`config.mk`:
```
export PLATFORM = sky130hd
export DESIGN_NAME = hierLookaheadAdder
export DESIGN_NICKNAME = d
export VERILOG_FILES = /design/src/rtl/hlaPkg.sv /design/src/rtl/pgUnit.sv /design/src/rtl/groupLookahead.sv /design/src/rtl/topLookahead.sv /design/src/rtl/hierLookaheadAdder.sv
export SDC_FILE = /design/constraint.sdc
export NUM_CORES = 1
export LEC_CHECK = 0
export ABC_CLOCK_PERIOD_IN_PS = 4600
export BUFFER_PORTS_ARGS = -buffer_cell sky130_fd_sc_hd__buf_2
export CORE_MARGIN = 2
export CORE_UTILIZATION = 40
export DETAILED_ROUTE_END_ITERATION = 10
export PLACE_DENSITY = 0.79
export RECOVER_POWER = 25
export SLEW_MARGIN = 5
export SYNTH_ARGS = -nofsm -noshare
export SYNTH_HDL_FRONTEND = slang
export SYNTH_SLANG_ARGS = --single-unit
```
`constraint.sdc`:
```
create_clock -name vclk -period 4.6
set_clock_uncertainty 0.1 [all_clocks]
set_input_delay 0.46 -clock vclk [all_inputs]
set_output_delay 0.46 -clock vclk [all_outputs]
set_load 0.01 [all_outputs]
```
`src/rtl/hlaPkg.sv`:
```
package hlaPkg;
  // Propagate/generate pair reported by one lookahead group
  typedef struct packed {
    logic prop;
    logic gen;
  } pgPair_t;
endpackage

```
`src/rtl/pgUnit.sv`:
```
module pgUnit #(
  parameter int WIDTH = 54
) (
  input  logic [WIDTH-1:0] a,
  input  logic [WIDTH-1:0] b,
  output logic [WIDTH-1:0] prop,
  output logic [WIDTH-1:0] gen
);
  for (genvar i = 0; i < WIDTH; i++) begin : g_bit
    assign prop[i] = a[i] ^ b[i];
    assign gen[i]  = a[i] & b[i];
  end
endmodule

```
`src/rtl/groupLookahead.sv`:
```
module groupLookahead
  import hlaPkg::*;
#(
  parameter int GW = 8
) (
  input  logic [GW-1:0] prop,
  input  logic [GW-1:0] gen,
  input  logic          cin,
  output logic [GW-1:0] carries,
  output pgPair_t       grp
);
  logic [GW:0] cVec;

  // Every carry written as a flat sum of products; no term feeds another carry
  always_comb begin
    cVec[0] = cin;
    for (int k = 1; k <= GW; k++) begin
      logic termAll;
      logic res;
      termAll = cin;
      for (int i = 0; i < k; i++) termAll = termAll & prop[i];
      res = termAll;
      for (int j = 0; j < k; j++) begin
        logic term;
        term = gen[j];
        for (int i = j + 1; i < k; i++) term = term & prop[i];
        res = res | term;
      end
      cVec[k] = res;
    end
  end

  assign carries = cVec[GW-1:0];

  always_comb begin
    logic gg;
    gg = gen[0];
    for (int i = 1; i < GW; i++) gg = gen[i] | (prop[i] & gg);
    grp.gen  = gg;
    grp.prop = &prop;
  end

  // Group summary must agree with the group's own carry leaving its top bit
  always_comb begin
    if (grp.gen) begin
      p_group_gen_r4: assert (cVec[GW] == 1'b1)
        else $error("group generate without carry out");
    end
    if (grp.prop) begin
      p_group_prop_r5: assert (cVec[GW] == cin)
        else $error("group propagate altered carry");
    end
  end
endmodule

```
`src/rtl/topLookahead.sv`:
```
module topLookahead #(
  parameter int NG = 7
) (
  input  logic [NG-1:0] groupProp,
  input  logic [NG-1:0] groupGen,
  input  logic          cin,
  output logic [NG-1:0] groupCin,
  output logic          cout
);
  logic [NG:0] cVec;

  always_comb begin
    cVec[0] = cin;
    for (int k = 1; k <= NG; k++) begin
      logic termAll;
      logic res;
      termAll = cin;
      for (int i = 0; i < k; i++) termAll = termAll & groupProp[i];
      res = termAll;
      for (int j = 0; j < k; j++) begin
        logic term;
        term = groupGen[j];
        for (int i = j + 1; i < k; i++) term = term & groupProp[i];
        res = res | term;
      end
      cVec[k] = res;
    end
  end

  assign groupCin = cVec[NG-1:0];
  assign cout     = cVec[NG];

  // Flat second-level products must match the step-by-step recurrence
  always_comb begin
    for (int i = 0; i < NG; i++) begin
      p_group_edge_r3: assert (cVec[i+1] == (groupGen[i] | (groupProp[i] & cVec[i])))
        else $error("second-level carry mismatch at group %0d", i);
    end
  end
endmodule

```
`src/rtl/hierLookaheadAdder.sv`:
```
module hierLookaheadAdder
  import hlaPkg::*;
#(
  parameter int WIDTH   = 54,
  parameter int GROUP_W = 8
) (
  input  logic [53:0] opA,
  input  logic [53:0] opB,
  input  logic        carryIn,
  output logic [53:0] sumOut,
  output logic        carryOut
);
  localparam int NG     = (WIDTH + GROUP_W - 1) / GROUP_W;
  localparam int LAST_W = WIDTH - (NG - 1) * GROUP_W;

  logic [WIDTH-1:0] bitProp;
  logic [WIDTH-1:0] bitGen;
  logic [WIDTH-1:0] carryVec;
  logic [NG-1:0]    groupProp;
  logic [NG-1:0]    groupGen;
  logic [NG-1:0]    groupCin;
  pgPair_t          grpPg [NG];

  pgUnit #(.WIDTH(WIDTH)) u_pg (
    .a(opA), .b(opB), .prop(bitProp), .gen(bitGen)
  );

  for (genvar g = 0; g < NG; g++) begin : g_grp
    localparam int LO = g * GROUP_W;
    localparam int W  = (g == NG - 1) ? LAST_W : GROUP_W;
    groupLookahead #(.GW(W)) u_grp (
      .prop   (bitProp[LO +: W]),
      .gen    (bitGen[LO +: W]),
      .cin    (groupCin[g]),
      .carries(carryVec[LO +: W]),
      .grp    (grpPg[g])
    );
    assign groupProp[g] = grpPg[g].prop;
    assign groupGen[g]  = grpPg[g].gen;
  end

  topLookahead #(.NG(NG)) u_top (
    .groupProp(groupProp),
    .groupGen (groupGen),
    .cin      (carryIn),
    .groupCin (groupCin),
    .cout     (carryOut)
  );

  assign sumOut = bitProp ^ carryVec;

  // Whole-word result against plain arithmetic
  always_comb begin
    p_total_sum_r1: assert ({carryOut, sumOut} ==
                            ({1'b0, opA} + {1'b0, opB} + {{WIDTH{1'b0}}, carryIn}))
      else $error("adder result mismatch");
    p_low_bit_r2: assert (sumOut[0] == (opA[0] ^ opB[0] ^ carryIn))
      else $error("bit zero sum mismatch");
  end
endmodule

```
==> results by group, run 1 <==
Pwr
  – Power Density: 156 mW/mm2
  – Worst ir drop on vdd: 80.9 uV
  – P_leak: 1.74 nW

Timing
  – Fin Setup TNS: 0 ns
  – Hold Vio Cnt, Final: 0
  – FMAX: 218 MHz
  – Final hold slack: 1.19 ns
  – RSZ-0062 raised after global routing: true
  – Minimum clock period: 4.59 ns
  – Period utilisation layout: 0.999
  – Tightest Pin Transition: 0.461 ns
  – Max-slew headroom: 0.693
  – Pins Over Slew Limit: 0
  – Final setup violation count: 0

Placement
  – Dpl cell area: 0.00324 mm2
  – Placed insts: 548
  – I/O Buffers: 164
  – Final HPWL DP: 6230 um
  – Final RePlAce weighted congestion: 0.820

Synth
  – Post-Synth XOR/XNOR Area: 0.0534
  – Area share of fa/ha/maj cells after synthesis: 0.393
  – Compound-Gate Fraction of Synth Area: 0.270
  – Syn nets: 485
  – Syn Area/Cell: 7.45 um2
  – Mux cell area share after synthesis: 0
  – Largest family of logic cells by synthesized area: adder cells
  – Mapped Cells: 308
  – Synth Area in Simple Gates: 0.275
  – Sequential fraction of the synthesis area: 0
  – Netlist cell types: 33
  – Yosys warns: 0
  – Synth Cell Area: 0.00230 mm2

GRT
  – Antenna violations before repair: 0
  – Vias in the first global route: 2730
  – GR peak layer: met2
  – Tot GR Track Use: 0.203
  – GRT met3 Usage: 0.0181
  – Routing usage on met1: 0.235
  – First-pass GRT wire length: 11000 um
  – GR Layer Usage met2: 0.404
  – Largest net degree at the start of global routing: 9
  – Grt ovf: 0

Drt
  – Vias: 3011
  – Starting DRC count in detailed routing: 95
  – Post-DRT Antenna Nets: 0
  – Vias per inst: 5.44
  – DR DRC count: 0
  – Pre-antenna DRT Iters: 4
  – Mean routed wirelength per cell: 13.9 um
  – Routed WL: 7680 um

Cells and area
  – Clkbuf count: 0
  – FF/Latch Area: 0 um2
  – Final net count: 661
  – Seq cells: 0
  – Fin util: 0.637
  – Finished Cell Area: 0.00353 mm2
  – N_diodes: 0
  – Non-filler instance count after layout: 554
  – Layout cells sized above 1: 0.405
  – Area grow syn2layout: 53.7%

Setup path
  – Crit path DAT: 4.03 ns
  – CP max FO: 4
  – WS Path Type: in -> out
  – CP Launch Type: primary input
  – Critical Path RT: 4.04 ns
  – Setup crit end kind: output port

Floorplanning
  – Die area: 0.00636 mm2
  – Ports: 164
  – Die H: 79.8 um
  – Core box area: 0.00554 mm2
  – Die width: 79.8 um
  – Placement Rows: 27
  – Initial core utilization: 0.414

Worst hold path
  – Hold path cells: 3
  – Hold/Removal Path Class: in -> out
  – Hold path endpoint: sumOut[48]
  – Worst Min Path Start: opB[48]

Status
  – Outcome: finished, final reports clean

Job
  – Max-Cap Viols: 0
## power by group
| group | switching, W | internal [W] | total, W | leakage (nW) |
|---|---|---|---|---|
| sequential | 0 | 0 | 0 | 0 |
| combinational | 0.000290 | 0.000260 | 0.000550 | 1.74 |
| clock | 0 | 0 | 0 | 0 |
| total | 0.000290 | 0.000260 | 0.000550 | 1.74 |
## worst max-delay path, stage by stage
cell and delay, ns:
buf_2 0.12, ha_1 0.24, a21oi_2 0.15, o21ai_0 0.10, a221o_1 0.32, a31o_4 0.23, a21oi_4 0.16, a21oi_2 0.06
nand2b_4 0.16, ha_4 0.17, o21a_1 0.20, o21a_1 0.22, o21a_1 0.22, o21a_1 0.23, o21a_1 0.23, or4b_1 0.51
o2111ai_1 0.10, buf_2 0.16
## metal layers
layer,part of all wire,wire length [um]
met5,0,0
met4,0.016,123
met3,0.054,414
met2,0.54,4120
met1,0.39,3020
## cell usage after synthesis (all sizes together), types with 3 or more instances
cell type  count  share of area
a211oi         4          0.013
a21o           9          0.029
a21oi         19          0.041
a221o          3          0.013
fa             7          0.061
ha            61           0.33
inv            5         0.0082
nand2         19          0.031
nand2b         3         0.0082
nand3          3         0.0065
nand3b         4          0.013
nand4          7          0.019
nor2          50          0.082
nor2b          3         0.0082
nor3          32          0.070
nor4           3         0.0082
o21a          35           0.11
o21ai          8          0.017
or4b           3          0.013
xnor2          7          0.027
xor2           7          0.027
## what timing repair did
action	CTS	global route
gates resized for setup	2	33
endpoints found under the setup margin	1	2
setup buffers	0	6
hold buffers	0	0
pin swaps	0	17
## cells by family (layout without fill, tap and decap cells)
family	Yosys count	after routing
adders and majority gates	68	68
xor gates and xnor gates	14	14
buffers and inverters	5	179
AOI/OAI and AO/OA	89	89
and+or+nand+nor	132	132
## worst max path at each step
stage / to / startpoint / slack (ns) / cells past startpoint
finish: sumOut[47] / opA[8] / 0.006 / 18
global route: sumOut[47] / opA[8] / -0.17 / 18
CTS: sumOut[47] / opA[14] / 0.02 / 18
detailed placement: sumOut[47] / opA[2] / -0.03 / 18
global placement: sumOut[47] / opA[14] / 0.06 / 18
floorplan: sumOut[47] / opA[14] / 0.34 / 16
## stage by stage
step | total power (W) | setup WS [ns]
2_1_floorplan | 0.000314 | 0.340
3_3_place_gp | 0.000490 | 0.0638
3_5_place_dp | 0.000502 | -0.0331
4_1_cts | 0.000505 | 0.0157
5_1_grt | 0.000608 | -0.165
6_report | 0.000550 | 0.00595
## placed cells by master (no fill, tap or decap), types with 3 or more instances in the layout
| cell | count |
|---|---|
| clkbuf_1 | 7 |
| ha_4 | 14 |
| nand4_1 | 7 |
| buf_4 | 10 |
| ha_1 | 45 |
| xnor2_1 | 7 |
| nand3b_1 | 4 |
| buf_2 | 155 |
| a21oi_2 | 4 |
| nor4_1 | 3 |
| or4b_1 | 3 |
| o21a_1 | 35 |
| nand2_1 | 19 |
| xor2_1 | 7 |
| nor3_1 | 32 |
| inv_1 | 5 |
| nor2b_1 | 3 |
| a221o_1 | 3 |
| a21o_1 | 9 |
| nand3_1 | 3 |
| nor2_1 | 50 |
| a21oi_1 | 14 |
| fa_1 | 7 |
| o21ai_0 | 6 |
## cell type report
class,count,area (um2)
fill,508,2010
timing repair buffer,174,900
tap,72,90.1
inverter,5,18.8
multi-input combinational,303,2520
(Power assumes the default switching activity.)
==> run 2, diff against run 1 <==
--- a/config.mk
+++ b/config.mk
@@ -10,7 +10,7 @@
 export CORE_MARGIN = 2
 export CORE_UTILIZATION = 40
 export DETAILED_ROUTE_END_ITERATION = 10
-export PLACE_DENSITY = 0.79
+export PLACE_DENSITY = 0.75
 export RECOVER_POWER = 25
 export SLEW_MARGIN = 5
 export SYNTH_ARGS = -nofsm -noshare
==> run 2 against run 1 <==
Count of clock-buffer cells in the layout stayed put; non-clock buffer count is 5 higher; combinational power is 0.7% lower; final cell count is 0.90% higher; first-iteration DRC count is 22% lower; via count is 1.4% lower; wire length is 3.3% lower; total power is 0.67% lower; worst setup slack better by 0.050 ns; worst hold slack worse by 0.0025 ns; critical path depth stayed put; sequential share of layout area stayed put; critical endpoint unchanged; highest routed layer unchanged.
==> results by group, run 2 (same netlist as run 1, synthesis figures left out) <==
Setup path
  – Crit path DAT: 3.98 ns (-0.05 ns)
  – Worst setup startpoint: opA[2]
  – Setup crit end kind: output port
  – CP max FO: 4 (unchanged)
  – Critical Path RT: 4.04 ns (about the same)
  – CP Launch Type: primary input
  – WS Path Type: in -> out

GRT
  – Grt ovf: 0 (unchanged)
  – First-pass GRT wire length: 11100 um (+0.75%)
  – Antenna violations before repair: 0 (unchanged)
  – Largest net degree at the start of global routing: 9 (unchanged)
  – Vias in the first global route: 2724 (-0.22%)
  – Tot GR Track Use: 0.204 (+0.00151)

Worst hold path
  – Worst Min Path Start: opB[48]
  – Hold/Removal Path Class: in -> out
  – Hold path cells: 3 (unchanged)
  – Hold path endpoint: sumOut[48]

Cells and area
  – Seq cells: 0 (unchanged)
  – Most frequent cells in the layout: 149 x buf_2, 50 x nor2_1, 49 x ha_1
  – FF/Latch Area: 0 um2 (unchanged)
  – Area grow syn2layout: 53.4%
  – Final net count: 666 (+0.76%)
  – Clkbuf count: 0 (unchanged)
  – Fillers: 505 (-0.59%)
  – Most common cell after layout, fill and taps aside: buf_2
  – Layout cells sized above 1: 0.396 (-0.00826)
  – Fin util: 0.636 (-0.00135)
  – N_diodes: 0 (unchanged)

Pwr
  – Worst ir drop on vdd: 68.6 uV (-15%)
  – Clock share of power: 0 (unchanged)
  – PnR Total Power: 0.000546 W (-0.67%)
  – Power Density: 155 mW/mm2 (-0.46%)
  – Switching Fraction: 0.523 (-0.00483)
  – Internal power: 0.000261 W (+0.35%)
  – Comb pwr share: 1.000 (about the same)
  – Sw Pwr: 0.000285 W (-1.6%)
  – P_leak: 1.75 nW (+0.62%)
  – Sequential Power Share: 0 (unchanged)

Timing
  – Final setup violation count: 0 (unchanged)
  – Pins Over Slew Limit: 0 (unchanged)
  – Minimum clock period: 4.54 ns (-0.0497 ns)
  – RSZ-0062 raised after global routing: true
  – Max-slew headroom: 0.752 (+0.0590)
  – Tightest Pin Transition: 0.373 ns (-0.0885 ns)
  – Hold Vio Cnt, Final: 0 (unchanged)
  – Worst setup margin: 0.0557 ns (+0.0497 ns)
  – Final hold slack: 1.19 ns (-0.00253 ns)
  – FMAX: 220 MHz (+1.1%)
  – Period utilisation layout: 0.988 (-0.0108)

Floorplanning
  – Die H: 79.8 um (unchanged)
  – Die area: 0.00636 mm2 (unchanged)
  – Placement Rows: 27 (unchanged)
  – Initial core utilization: 0.414 (unchanged)
  – Core box area: 0.00554 mm2 (unchanged)
  – Die width: 79.8 um (unchanged)
  – Ports: 164 (unchanged)

Drt
  – Mean routed wirelength per cell: 13.3 um (-4.2%)
  – Vias per inst: 5.31 (-2.2%)
  – Starting DRC count in detailed routing: 74 (-22%)
  – Post-DRT Antenna Nets: 0 (unchanged)
  – DR DRC count: 0 (unchanged)
  – Pre-antenna DRT Iters: 4 (unchanged)
  – Vias: 2970 (-1.4%)
  – Routed WL: 7430 um (-3.3%)

Placement
  – Final RePlAce weighted congestion: 0.912 (+11%)
  – Place WS: -0.0950 ns (-0.0619 ns)
  – Final HPWL DP: 6210 um (-0.43%)
  – I/O Buffers: 164 (unchanged)

Job
  – Max-Cap Viols: 0 (unchanged)

Status
  – Outcome: finished, final reports clean
## run 2: cell count changes in the layout (fill, tap and decap cells not counted), moves of 3 or more
cell and delta:
ha_1 +4, buf_4 +5, buf_2 -6, ha_4 -3
clkbuf_1 +6
## run 2: critical path: stages
cell and delay (ns):
buf_2 0.11, ha_4 0.23, a211oi_2 0.21, o21ai_1 0.10, a21o_1 0.21, a31o_4 0.25
a21oi_2 0.15, a21oi_1 0.08, nand2b_4 0.16, ha_4 0.15, o21a_1 0.20, o21a_1 0.22
o21a_1 0.22, o21a_1 0.22, o21a_1 0.23, or4b_4 0.54, o2111ai_2 0.09, buf_2 0.15
## run 2: power groups by stage
stage | clock network [W] | logic, W | registers [W]
3_3_place_gp | 0 | 0.000495 | 0
2_1_floorplan | 0 | 0.000314 | 0
6_report | 0 | 0.000546 | 0
3_5_place_dp | 0 | 0.000504 | 0
5_1_grt | 0 | 0.000609 | 0
4_1_cts | 0 | 0.000508 | 0
## run 2: worst max-delay path by stage
stage	cells past startpoint	end	slack, ns
3_3_place_gp	18	sumOut[47]	0.09
6_report	18	sumOut[47]	0.06
5_1_grt	18	sumOut[47]	-0.08
4_1_cts	18	sumOut[47]	0.001
2_1_floorplan	16	sumOut[47]	0.34
3_5_place_dp	18	sumOut[47]	-0.1
## run 2: through the flow
| step | cells | TNS [ns] | instance area [um2] |
|---|---|---|---|
| finish | 559 | 0 | 3520 |
| global route | 559 | -0.0844 | 3520 |
| CTS | 551 | 0 | 3270 |
| detailed placement | 551 | -0.0950 | 3260 |
| global placement | 551 | 0 | 3260 |
| floorplan | 308 | 0 | 2300 |
## run 2: cell type report
type	instances	area, um2	area share
multi-input cells	303	2480	0.705
well taps	72	90.1	0.0256
inverters	5	18.8	0.00533
repair buffers	179	930	0.264
## run 2: timing repair
action	CTS	global route
gates resized for setup	3	29
endpoints found under the setup margin	1	1
hold buffers	0	0
pin swaps	0	16
setup buffers	0	8
## run 2: routing by layer
layer	up-vias	track usage	part of all wire
met2	99	0.395	0.52
met4	0	0.0305	0.012
li1	1535	-	-
met5	-	0	0
met3	10	0.0170	0.055
met1	1326	0.247	0.42
==> run 3, diff against run 2 <==
--- a/config.mk
+++ b/config.mk
@@ -5,12 +5,12 @@
 export SDC_FILE = /design/constraint.sdc
 export NUM_CORES = 1
 export LEC_CHECK = 0
-export ABC_CLOCK_PERIOD_IN_PS = 4600
-export BUFFER_PORTS_ARGS = -buffer_cell sky130_fd_sc_hd__buf_2
+export ABC_CLOCK_PERIOD_IN_PS = 5800
 export CORE_MARGIN = 2
 export CORE_UTILIZATION = 40
 export DETAILED_ROUTE_END_ITERATION = 10
-export PLACE_DENSITY = 0.75
+export DONT_BUFFER_PORTS = 1
+export PLACE_DENSITY = 0.5
 export RECOVER_POWER = 25
 export SLEW_MARGIN = 5
 export SYNTH_ARGS = -nofsm -noshare
==> constraint.sdc (replaced) <==
create_clock -name vclk -period 5.8
set_clock_uncertainty 0.1 [all_clocks]
set_input_delay 0.58 -clock vclk [all_inputs]
set_output_delay 0.58 -clock vclk [all_outputs]
set_load 0.01 [all_outputs]
==> run 3 against run 2 <==
Via count is 25% lower; critical path depth is 2 lower; core utilization is 20 points lower; worst setup slack better by 0.92 ns; global-route usage is 4.3 points lower; die area stayed put; combinational power is 47% lower.
==> results by group, run 3 (same netlist as run 1, synthesis figures left out) <==
Status
  – Outcome: finished, final reports clean

Drt
  – Starting DRC count in detailed routing: 72 (-2.7%)
  – Vias: 2216 (-25%)
  – Pre-antenna DRT Iters: 5 (+1)
  – Routed WL: 5420 um (-27%)
  – DR DRC count: 0 (unchanged)
  – Post-DRT Antenna Nets: 0 (unchanged)
  – Mean routed wirelength per cell: 14.3 um (+7.4%)
  – Vias per inst: 5.83 (+9.8%)

Cells and area
  – Non-filler instance count after layout: 380 (-32%)
  – Fin util: 0.431 (-0.205)
  – Most frequent cells in the layout: 61 x ha_1, 50 x nor2_1, 35 x o21a_1
  – N_diodes: 0 (unchanged)
  – Clkbuf count: 0 (unchanged)
  – Seq cells: 0 (unchanged)
  – FF/Latch Area: 0 um2 (unchanged)
  – Most common cell after layout, fill and taps aside: ha_1
  – Fillers: 622 (+23%)
  – Final net count: 487 (-27%)
  – Area grow syn2layout: 3.92%
  – Layout cells sized above 1: 0.00649 (-0.390)
  – Finished Cell Area: 0.00239 mm2 (-32%)

Pwr
  – Power Density: 122 mW/mm2 (-21%)
  – Worst ir drop on vdd: 45.4 uV (-34%)
  – P_leak: 1.06 nW (-40%)

CTS
  – Post-CTS setup buffers: 0 (unchanged)
  – Post-CTS Resized: 0 (-3)
  – Hold Buf Count CTS: 0 (unchanged)

GRT
  – Tot GR Track Use: 0.161 (-0.0431)
  – First-pass GRT wire length: 8800 um (-21%)
  – Antenna violations before repair: 0 (unchanged)
  – Vias in the first global route: 2083 (-24%)
  – Largest net degree at the start of global routing: 9 (unchanged)
  – Grt ovf: 0 (unchanged)

Floorplanning
  – Ports: 164 (unchanged)
  – Die area: 0.00636 mm2 (unchanged)
  – Initial core utilization: 0.414 (unchanged)
  – Placement Rows: 27 (unchanged)
  – Core box area: 0.00554 mm2 (unchanged)
  – Die width: 79.8 um (unchanged)
  – Die H: 79.8 um (unchanged)

Timing
  – Fin Setup TNS: 0 ns (unchanged)
  – Pins Over Slew Limit: 0 (unchanged)
  – Tightest Pin Transition: 0.514 ns (+0.142 ns)
  – Period utilisation layout: 0.831
  – Hold Vio Cnt, Final: 0 (unchanged)
  – RSZ-0062 raised after global routing: false
  – Max-slew headroom: 0.657 (-0.0945)
  – Minimum clock period: 4.82 ns
  – Final setup violation count: 0 (unchanged)
  – FMAX: 207 MHz

Setup path
  – Slowest CP cell: or4b_1
  – CP max FO: 6 (+2)
  – CP Launch Type: primary input
  – WS Path Type: in -> out
  – Critical Path RT: 5.12 ns (+1.08 ns)
  – Setup crit end kind: output port
  – Most common cell on crit path: o21a_1
  – Critical-path cell list: ha_1, nand2_1, nand3b_1, a221o_1, a31o_2, a21oi_1, a21oi_1, nand2b_1, ha_1, o21a_1, o21a_1, o21a_1, o21a_1, o21a_1, or4b_1, o2111ai_1
  – Slowest stage delay, CP: 0.47 ns (-0.07 ns)
  – Crit path DAT: 4.14 ns (+0.16 ns)

Job
  – Max-Cap Viols: 0 (unchanged)

Worst hold path
  – Hold path endpoint: sumOut[0]
  – Hold path cells: 1 (-2)
  – Hold/Removal Path Class: in -> out
  – Worst Min Path Start: carryIn

Placement
  – Final HPWL DP: 4930 um (-21%)
  – Final RePlAce weighted congestion: 0.782 (-14%)
  – I/O Buffers: 0 (-100%)
  – Dpl cell area: 0.00239 mm2 (-27%)
  – Placed insts: 380 (-31%)
==> run 3: changes by cell type in the layout (fill, tap and decap cells not counted), sizes merged <==
cell	delta
buf	-166
clkbuf	-13
==> run 3: worst max path at each step <==
stage	start	to
6_report	opA[14]	sumOut[47]
5_1_grt	opA[2]	sumOut[47]
2_1_floorplan	opA[14]	sumOut[47]
4_1_cts	opA[14]	sumOut[47]
3_5_place_dp	opA[2]	sumOut[47]
3_3_place_gp	opA[2]	sumOut[47]
==> run 3: worst max-delay path: cells and delay by family <==
family / cells / cell delay, ns
AOI/OAI and AO/OA: 10 / 2.12
and+or+nand+nor: 4 / 0.87
adders and majority gates: 2 / 0.58
==> run 3: power breakdown <==
group / internal (W) / switching, W
sequential: 0 / 0
combinational: 0.000115 / 0.000175
clock: 0 / 0
total: 0.000115 / 0.000175
==> run 3: area by class of cell <==
class	instances	area, um2	share of cell area
inverter	5	18.8	0.00787
tap	72	90.1	0.0378
multi-input combinational	303	2280	0.954
==> run 3: per-stage QoR <==
stage / power [W] / hold WS (ns) / setup slack, ns
after floorplan: 0.000249 / 1.25 / 1.30
after global placement: 0.000293 / 1.25 / 1.04
after detailed placement: 0.000293 / 1.25 / 0.988
after CTS: 0.000295 / 1.25 / 0.965
after global routing: 0.000331 / 1.26 / 0.654
final: 0.000291 / 1.25 / 0.979
==> run 3: routing by layer <==
metal | GRT usage | wire length (um) | vias to the layer above | share of wire
met5 | 0 | 0 | - | 0
met3 | 0.0238 | 554 | 2 | 0.10
met2 | 0.287 | 2430 | 93 | 0.45
met4 | 0.00847 | 19 | 0 | 0.0035
li1 | - | - | 1187 | -
met1 | 0.215 | 2420 | 934 | 0.45
